--- config.mk ---
export PLATFORM = sky130hd
export DESIGN_NAME = zs_rmw_unit
export DESIGN_NICKNAME = d
export VERILOG_FILES = /design/src/rtl/zs_pkg.sv /design/src/rtl/zs_field.sv /design/src/rtl/zs_seq.sv /design/src/rtl/zs_rmw_unit.sv
export SDC_FILE = /design/constraint.sdc
export NUM_CORES = 1
export LEC_CHECK = 0
export BUFFER_PORTS_ARGS = -buffer_cell sky130_fd_sc_hd__buf_2
export CORE_UTILIZATION = 47
export DETAILED_ROUTE_END_ITERATION = 8
export PLACE_DENSITY = 0.77
export SYNTH_ARGS = -nofsm -noshare
export SYNTH_HDL_FRONTEND = slang
export SYNTH_HIERARCHICAL = 1
export SYNTH_SLANG_ARGS = --single-unit
export TNS_END_PERCENT = 50
--- constraint.sdc ---
create_clock -name clk -period 1.77 [get_ports clk]
set_clock_uncertainty 0.2 [all_clocks]
set_input_delay 0.531 -clock clk [delete_from_list [all_inputs] [get_ports clk]]
set_output_delay 0.531 -clock clk [all_outputs]
set_load 0.005 [all_outputs]
--- src/rtl/zs_pkg.sv ---
package zs_pkg;
    localparam int DEPTH_W = 24;
    localparam int STEN_W  = 8;
    localparam int WORD_W  = DEPTH_W + STEN_W;
    localparam int HALF_W  = WORD_W / 2;
    localparam int BE_W    = WORD_W / 8;

    typedef enum logic [1:0] {
        OP_RD_Z = 2'd0,
        OP_WR_Z = 2'd1,
        OP_RD_S = 2'd2,
        OP_WR_S = 2'd3
    } zs_op_e;

    typedef enum logic [2:0] {
        ST_IDLE,
        ST_READ,
        ST_MERGE,
        ST_WRITE,
        ST_RESPOND
    } zs_state_e;

    typedef struct packed {
        logic stencil_hi;
        logic z16;
    } zs_cfg_t;

    function automatic logic op_is_write(input zs_op_e op);
        return op[0];
    endfunction

    function automatic logic op_is_stencil(input zs_op_e op);
        return op[1];
    endfunction
endpackage

--- src/rtl/zs_field.sv ---
module zs_field
    import zs_pkg::*;
(
    input  logic [WORD_W-1:0]  old_word,
    input  logic [DEPTH_W-1:0] new_val,
    input  logic               stencil_hi,
    input  logic               sel_stencil,
    input  logic               half_hi,
    output logic [WORD_W-1:0]  merged,
    output logic [WORD_W-1:0]  packed_rd,
    output logic [WORD_W-1:0]  half_rd
);
    logic [DEPTH_W-1:0] depth_f, depth_n;
    logic [STEN_W-1:0]  sten_f, sten_n;

    always_comb begin
        if (stencil_hi) begin
            depth_f = old_word[DEPTH_W-1:0];
            sten_f  = old_word[WORD_W-1 -: STEN_W];
        end else begin
            depth_f = old_word[WORD_W-1 -: DEPTH_W];
            sten_f  = old_word[STEN_W-1:0];
        end
        depth_n = sel_stencil ? depth_f : new_val;
        sten_n  = sel_stencil ? new_val[STEN_W-1:0] : sten_f;
        merged  = stencil_hi ? {sten_n, depth_n} : {depth_n, sten_n};
        if (sel_stencil)
            packed_rd = {{(WORD_W-STEN_W){1'b0}}, sten_f};
        else
            packed_rd = {{(WORD_W-DEPTH_W){1'b0}}, depth_f};
        half_rd = {{HALF_W{1'b0}},
                   half_hi ? old_word[WORD_W-1:HALF_W] : old_word[HALF_W-1:0]};
    end
endmodule

--- src/rtl/zs_seq.sv ---
module zs_seq
    import zs_pkg::*;
(
    input  logic      clk,
    input  logic      rst,
    input  logic      accept,
    input  logic      acc_write,
    input  logic      acc_z16,
    input  logic      cur_write,
    input  logic      rsp_ready,
    output zs_state_e state
);
    zs_state_e state_n;

    always_comb begin
        state_n = state;
        unique case (state)
            ST_IDLE:    if (accept) state_n = (acc_write && acc_z16) ? ST_WRITE : ST_READ;
            ST_READ:    state_n = ST_MERGE;
            ST_MERGE:   state_n = cur_write ? ST_WRITE : ST_RESPOND;
            ST_WRITE:   state_n = ST_IDLE;
            ST_RESPOND: if (rsp_ready) state_n = ST_IDLE;
            default:    state_n = ST_IDLE;
        endcase
    end

    always_ff @(posedge clk) begin
        if (rst) state <= ST_IDLE;
        else     state <= state_n;
    end
endmodule

--- src/rtl/zs_rmw_unit.sv ---
module zs_rmw_unit
    import zs_pkg::*;
#(
    parameter int ADDR_W = 16
) (
    input  logic                 clk,
    input  logic                 rst,
    input  logic                 cfg_stencil_hi,
    input  logic                 cfg_z16,
    input  logic                 req_valid,
    output logic                 req_ready,
    input  logic [1:0]           req_op,
    input  logic [ADDR_W-1:0]    req_addr,
    input  logic [DEPTH_W-1:0]   req_wdata,
    output logic                 rsp_valid,
    input  logic                 rsp_ready,
    output logic [WORD_W-1:0]    rsp_data,
    output logic                 mem_en,
    output logic                 mem_we,
    output logic [ADDR_W-3:0]    mem_addr,
    output logic [BE_W-1:0]      mem_be,
    output logic [WORD_W-1:0]    mem_wdata,
    input  logic [WORD_W-1:0]    mem_rdata
);
    localparam int WA_W = ADDR_W - 2;
    localparam logic [BE_W-1:0] BE_ALL = '1;
    localparam logic [BE_W-1:0] BE_LO  = {{(BE_W/2){1'b0}}, {(BE_W/2){1'b1}}};
    localparam logic [BE_W-1:0] BE_HI  = ~BE_LO;

    zs_state_e          state;
    zs_op_e             op_q;
    zs_cfg_t            cfg_q;
    logic [WA_W-1:0]    waddr_q;
    logic               half_q;
    logic [DEPTH_W-1:0] wdata_q;
    logic [WORD_W-1:0]  word_q;
    logic               accept;
    logic [WORD_W-1:0]  merged, packed_rd, half_rd;

    assign req_ready = (state == ST_IDLE);
    assign accept    = req_valid && req_ready;

    zs_seq u_seq (
        .clk       (clk),
        .rst       (rst),
        .accept    (accept),
        .acc_write (req_op[0]),
        .acc_z16   (cfg_z16),
        .cur_write (op_is_write(op_q)),
        .rsp_ready (rsp_ready),
        .state     (state)
    );

    zs_field u_field (
        .old_word    (mem_rdata),
        .new_val     (wdata_q),
        .stencil_hi  (cfg_q.stencil_hi),
        .sel_stencil (op_is_stencil(op_q)),
        .half_hi     (half_q),
        .merged      (merged),
        .packed_rd   (packed_rd),
        .half_rd     (half_rd)
    );

    always_ff @(posedge clk) begin
        if (rst) begin
            op_q    <= OP_RD_Z;
            cfg_q   <= '0;
            waddr_q <= '0;
            half_q  <= 1'b0;
            wdata_q <= '0;
            word_q  <= '0;
        end else begin
            if (accept) begin
                op_q           <= zs_op_e'(req_op);
                cfg_q.stencil_hi <= cfg_stencil_hi;
                cfg_q.z16      <= cfg_z16;
                waddr_q        <= req_addr[ADDR_W-1:2];
                half_q         <= req_addr[1];
                wdata_q        <= req_wdata;
            end
            if (state == ST_MERGE) begin
                if (cfg_q.z16)                  word_q <= half_rd;
                else if (op_is_write(op_q))     word_q <= merged;
                else                            word_q <= packed_rd;
            end
        end
    end

    always_comb begin
        mem_en    = (state == ST_READ) || (state == ST_WRITE);
        mem_we    = (state == ST_WRITE);
        mem_addr  = waddr_q;
        mem_be    = BE_ALL;
        mem_wdata = word_q;
        if (cfg_q.z16) begin
            mem_wdata = {2{wdata_q[HALF_W-1:0]}};
            if (state == ST_WRITE) mem_be = half_q ? BE_HI : BE_LO;
        end
    end

    assign rsp_valid = (state == ST_RESPOND);
    assign rsp_data  = word_q;
endmodule

After elaboration in Yosys (flattened, before gate mapping)

Cells that the tools add are included.

Output and inout port bits: 86
Bits in registers: 78
Bits of input ports: 80

Equal/unequal tests: 6
Mux-type cells: 18
Reduce and logical (&&, ||, !) cells: 5

Operators with widths:

| cell                                                  | count |
|---|---|
| 2-to-1 mux 32 bit                                     | 4 |
| 2-to-1 mux 24 bit                                     | 3 |
| 2-to-1 mux 16 bit                                     | 1 |
| 2-to-1 mux 8 bit                                      | 2 |
| 2-to-1 mux 4 bit                                      | 3 |
| one-hot mux 3 bit (4 select lines)                    | 1 |
| 2-to-1 mux 3 bit                                      | 3 |
| equality test 3 x 2 -> 1 bit, second input constant   | 2 |
| inequality test 2 x 1 -> 1 bit, second input constant | 2 |
| equality test 3 x 1 -> 1 bit, second input constant   | 1 |
| equality test 3 bit, second input constant            | 1 |
| zero test 3 bit                                       | 1 |
| logical AND 1 bit                                     | 2 |
| 2-to-1 mux 2 bit                                      | 1 |
| AND reduction 2 bit                                   | 1 |
| logical OR 1 bit                                      | 1 |

Depth between registers and ports, before layout

Word-level depth: 5
Mapped depth: 8
Mapped depth without buffers: 5

Hierarchy

Netlist, hierarchy kept.

By module, submodules not included:

| module      | cells each | area each (µm²) | instances |
|---|---|---|---|
| zs_rmw_unit | 465        | 3742.3          | 1 |
| zs_field    | 195        | 1587.8          | 1 |
| zs_seq      | 12         | 133.9           | 1 |

Worst setup path before layout

No wires, ideal clock.

Path kind: register -> output
From: register cfg_q[0] in the netlist's numbering
To: output port mem_be[3]
Data required time: 1039 ps
Slack: -216 ps
Stages on the path, launching flop included: 6
Data arrival time: 1255 ps
Cells stage by stage: dfxtp_1 > buf_2 > buf_2 > buf_2 > nand4b_1 > buf_4

Word-level cells in the longest chain between the ends: 1

Ends and longest elaborated chain:

| what             | RTL line          | source |
|---|---|---|
| start, declared  | zs_rmw_unit.sv:32 | `zs_cfg_t cfg_q;` |
| 2-to-1 mux 4 bit | zs_rmw_unit.sv:96 | `if (cfg_q.z16) begin` |
| end, declared    | zs_rmw_unit.sv:21 | `output logic [BE_W-1:0] mem_be,` |

No other way between the ends.

Worst setup path in the final report

From: register cfg_q[0] in the netlist's numbering
To: output port mem_wdata[7]

Word-level cells in the longest chain between the ends: 1

Ends and longest elaborated chain:

| what              | RTL line          | source |
|---|---|---|
| 2-to-1 mux 32 bit | zs_rmw_unit.sv:96 |  |
| end, declared     | zs_rmw_unit.sv:22 | `output logic [WORD_W-1:0] mem_wdata,` |

No other way between the ends.

==> flow_summary.ini <==
[clocking]
clk_pin_slew_worst_paths_ps = 60
cts_root_buffer = clkbuf_16
cts.path.max_buffers = 2
cts_sinks = 78
numCtsBuffers = 9
cts_max_level = 3
cts_tree = built
clk_latency_ps = 340

[detailed_routing]
via_count = 5605
drc = 0
ant_nets = 0
dr.pass1.iters = 5
routedWlPerCell_um = 17.2
finalWirelength_um = 17400
drt-initial-drc-count = 348
viasPerCell = 5.55

[logic_synthesis]
ys_ff_latch = 78
ys_types = 35
yosysWarnings = 6
avgSynthCellArea_um2 = 8.13
syn_area_um2 = 5460
synth_cells = 672
yosysSeqAreaShare = 0.286

[final_layout]
fill_cells = 933
final_cell_area_um2 = 7590
layout.nets = 942
drive_gt1_frac = 0.400
area_growth_pct = 38.9
final_util = 0.668
antennaDiodeCount = 0

[timing]
finalCritPeriodShare = 1.18
min_period_ps = 2080
holdWs_ps = 221
slew_viol_final = 0
setup_viol = 70
fin_ws_ps = -311
rsz0062_at_grt = yes
fmax_mhz = 481
finalHoldViolations = 0

[global_route]
overflow = 0
grt_antenna_before_repair = 0
grt_pass1_wl_um = 25600
grt_pass1_vias = 5168
grt_usage = 0.281
grt_max_degree = 46

[floorplan]
start_util = 0.481
core_um2 = 11400
core.rowCount = 39
die_x_um = 110
io_pins = 166
die_y_um = 110
dieArea_um2 = 12100

[critical_path]
cp.required_ps = 1040
path_max_fanout = 7
critPathCaptureType = primary output
path_class = flop to primary output
crit_arrival_ps = 1350
cp-start-kind = flop

[pwr]
total_power_mw = 7.69
p_leak_nw = 3.40
p_per_area_nw_per_um2 = 1010
vdd_drop_max_mv = 0.682

[placement]
numPortBuffers = 164
routabilityCongestion = 0.811
preCtsSetupSlack_ps = -166
hpwl_um = 11500
placed_cell_area_um2 = 6620

[run_status]
status = finished, violations left
violations = negative setup slack

[job]
cap_viol_max_count = 0

[hold_path]
min_path_type = input pin to flop
==> synthesized netlist by cell type, drive strengths merged <==
cell type,count,area share
a211o,32,0.051
xor2,1,0.0050
nor3,2,0.0018
or3b,2,0.0032
inv,32,0.022
clkbuf,22,0.015
conb,1,0.00069
buf,61,0.080
nand2,118,0.081
nor2,18,0.012
a32o,32,0.059
mux2i,78,0.14
nand4b,1,0.0016
a221o,1,0.0018
and3,1,0.0011
nor2b,34,0.039
or2,1,0.0011
and3b,1,0.0016
clkinv,1,0.0016
a211oi,2,0.0037
nand2b,33,0.038
mux2,24,0.049
nand4,1,0.0011
dfxtp,78,0.29
a311oi,1,0.0016
a21oi,43,0.050
or4b,1,0.0018
o21ai,48,0.044
nor3b,2,0.0027
==> per-layer routing <==
layer	routed length, um	GRT usage	vias up	part of all wire
li1	-	-	2665	-
met1	6610	0.314	2654	0.38
met2	8710	0.492	210	0.50
met3	1130	0.0688	76	0.065
met4	956	0.146	0	0.055
met5	0	0	-	0
==> worst max-delay path: stages, from the launching register on <==
cell and delay, ps:
dfxtp_4 450, buf_12 170, buf_12 130, nand2_4 50, o21ai_1 80, buf_2 120
==> logic make-up after synthesis <==
logic type             share of synthesized area
buffers and inverters                      0.118
AND/OR/NAND/NOR                            0.186
AO/OA/AOI/OAI                              0.211
XOR/XNOR                                 0.00504
multiplexers                               0.192
other                                   0.000686
flip-flops                                 0.286
==> cell usage in the layout (no fill, tap or decap), types with 19 or more instances in the layout <==
| cell type | count |
|---|---|
| buf_2 | 164 |
| nand2_1 | 108 |
| mux2i_1 | 75 |
| dfxtp_1 | 71 |
| buf_4 | 37 |
| nand2b_1 | 33 |
| inv_1 | 32 |
| nor2b_1 | 32 |
| a211o_1 | 32 |
| a32o_1 | 32 |
| a21oi_1 | 27 |
| conb_1 | 24 |
| o21ai_2 | 19 |
==> final cells by class <==
class / count / area, um^2 / share of cell area
multi-input combinational: 501 / 3580 / 0.472
timing repair buffer: 239 / 1750 / 0.231
sequential: 78 / 1580 / 0.208
clock buffer: 10 / 229 / 0.0302
tap: 143 / 179 / 0.0236
inverter: 33 / 136 / 0.0180
clock inverter: 6 / 135 / 0.0178
==> through the flow <==
step,setup TNS [ps],instances
global route,-17230,1010
floorplan,-1310,695
global placement,-5670,969
finish,-13250,1010
detailed placement,-6750,969
CTS,-12110,1003
==> what timing repair did <==
| item | CTS | global route |
|---|---|---|
| endpoints found under the setup margin | 72 | 72 |
| setup buffers | 15 | 5 |
| gates resized for setup | 81 | 40 |
| hold buffers | 0 | 0 |
| pin swaps | 30 | 8 |
| hold endpoints to repair | 0 | 0 |
| gates cloned | 3 | 2 |
==> state kept, by name (all words and copies together) (netlist names) <==
signal	flops
rsp_data	32
mem_addr	14
op_q	2
u_seq/state	3
cfg_q	2
wdata_q	24
half_q	1
==> worst paths after layout <==
| path | start | end | slack, ps | cells past startpoint |
|---|---|---|---|---|
| setup / recovery | cfg_q[0]$_SDFFE_PP0P_ | mem_wdata[7] | -310 | 5 |
| hold / removal | req_addr[3] | mem_addr[1]$_SDFFE_PP0P_ | 220 | 3 |
| setup reg to reg | op_q[1]$_SDFFE_PP0P_ | rsp_data[29]$_SDFFE_PP0N_ | -230 | 6 |
| hold reg to reg | mem_addr[7]$_SDFFE_PP0P_ | mem_addr[7]$_SDFFE_PP0P_ | 250 | 2 |
==> report_power, final <==
group          internal [mW]  total, mW  switching [mW]  leakage, nW
clock                   1.52       2.29           0.766        0.169
combinational           1.59       3.09            1.50         2.59
sequential              2.01       2.31           0.298        0.641
No activity file was read; power rests on OpenSTA's default activity.
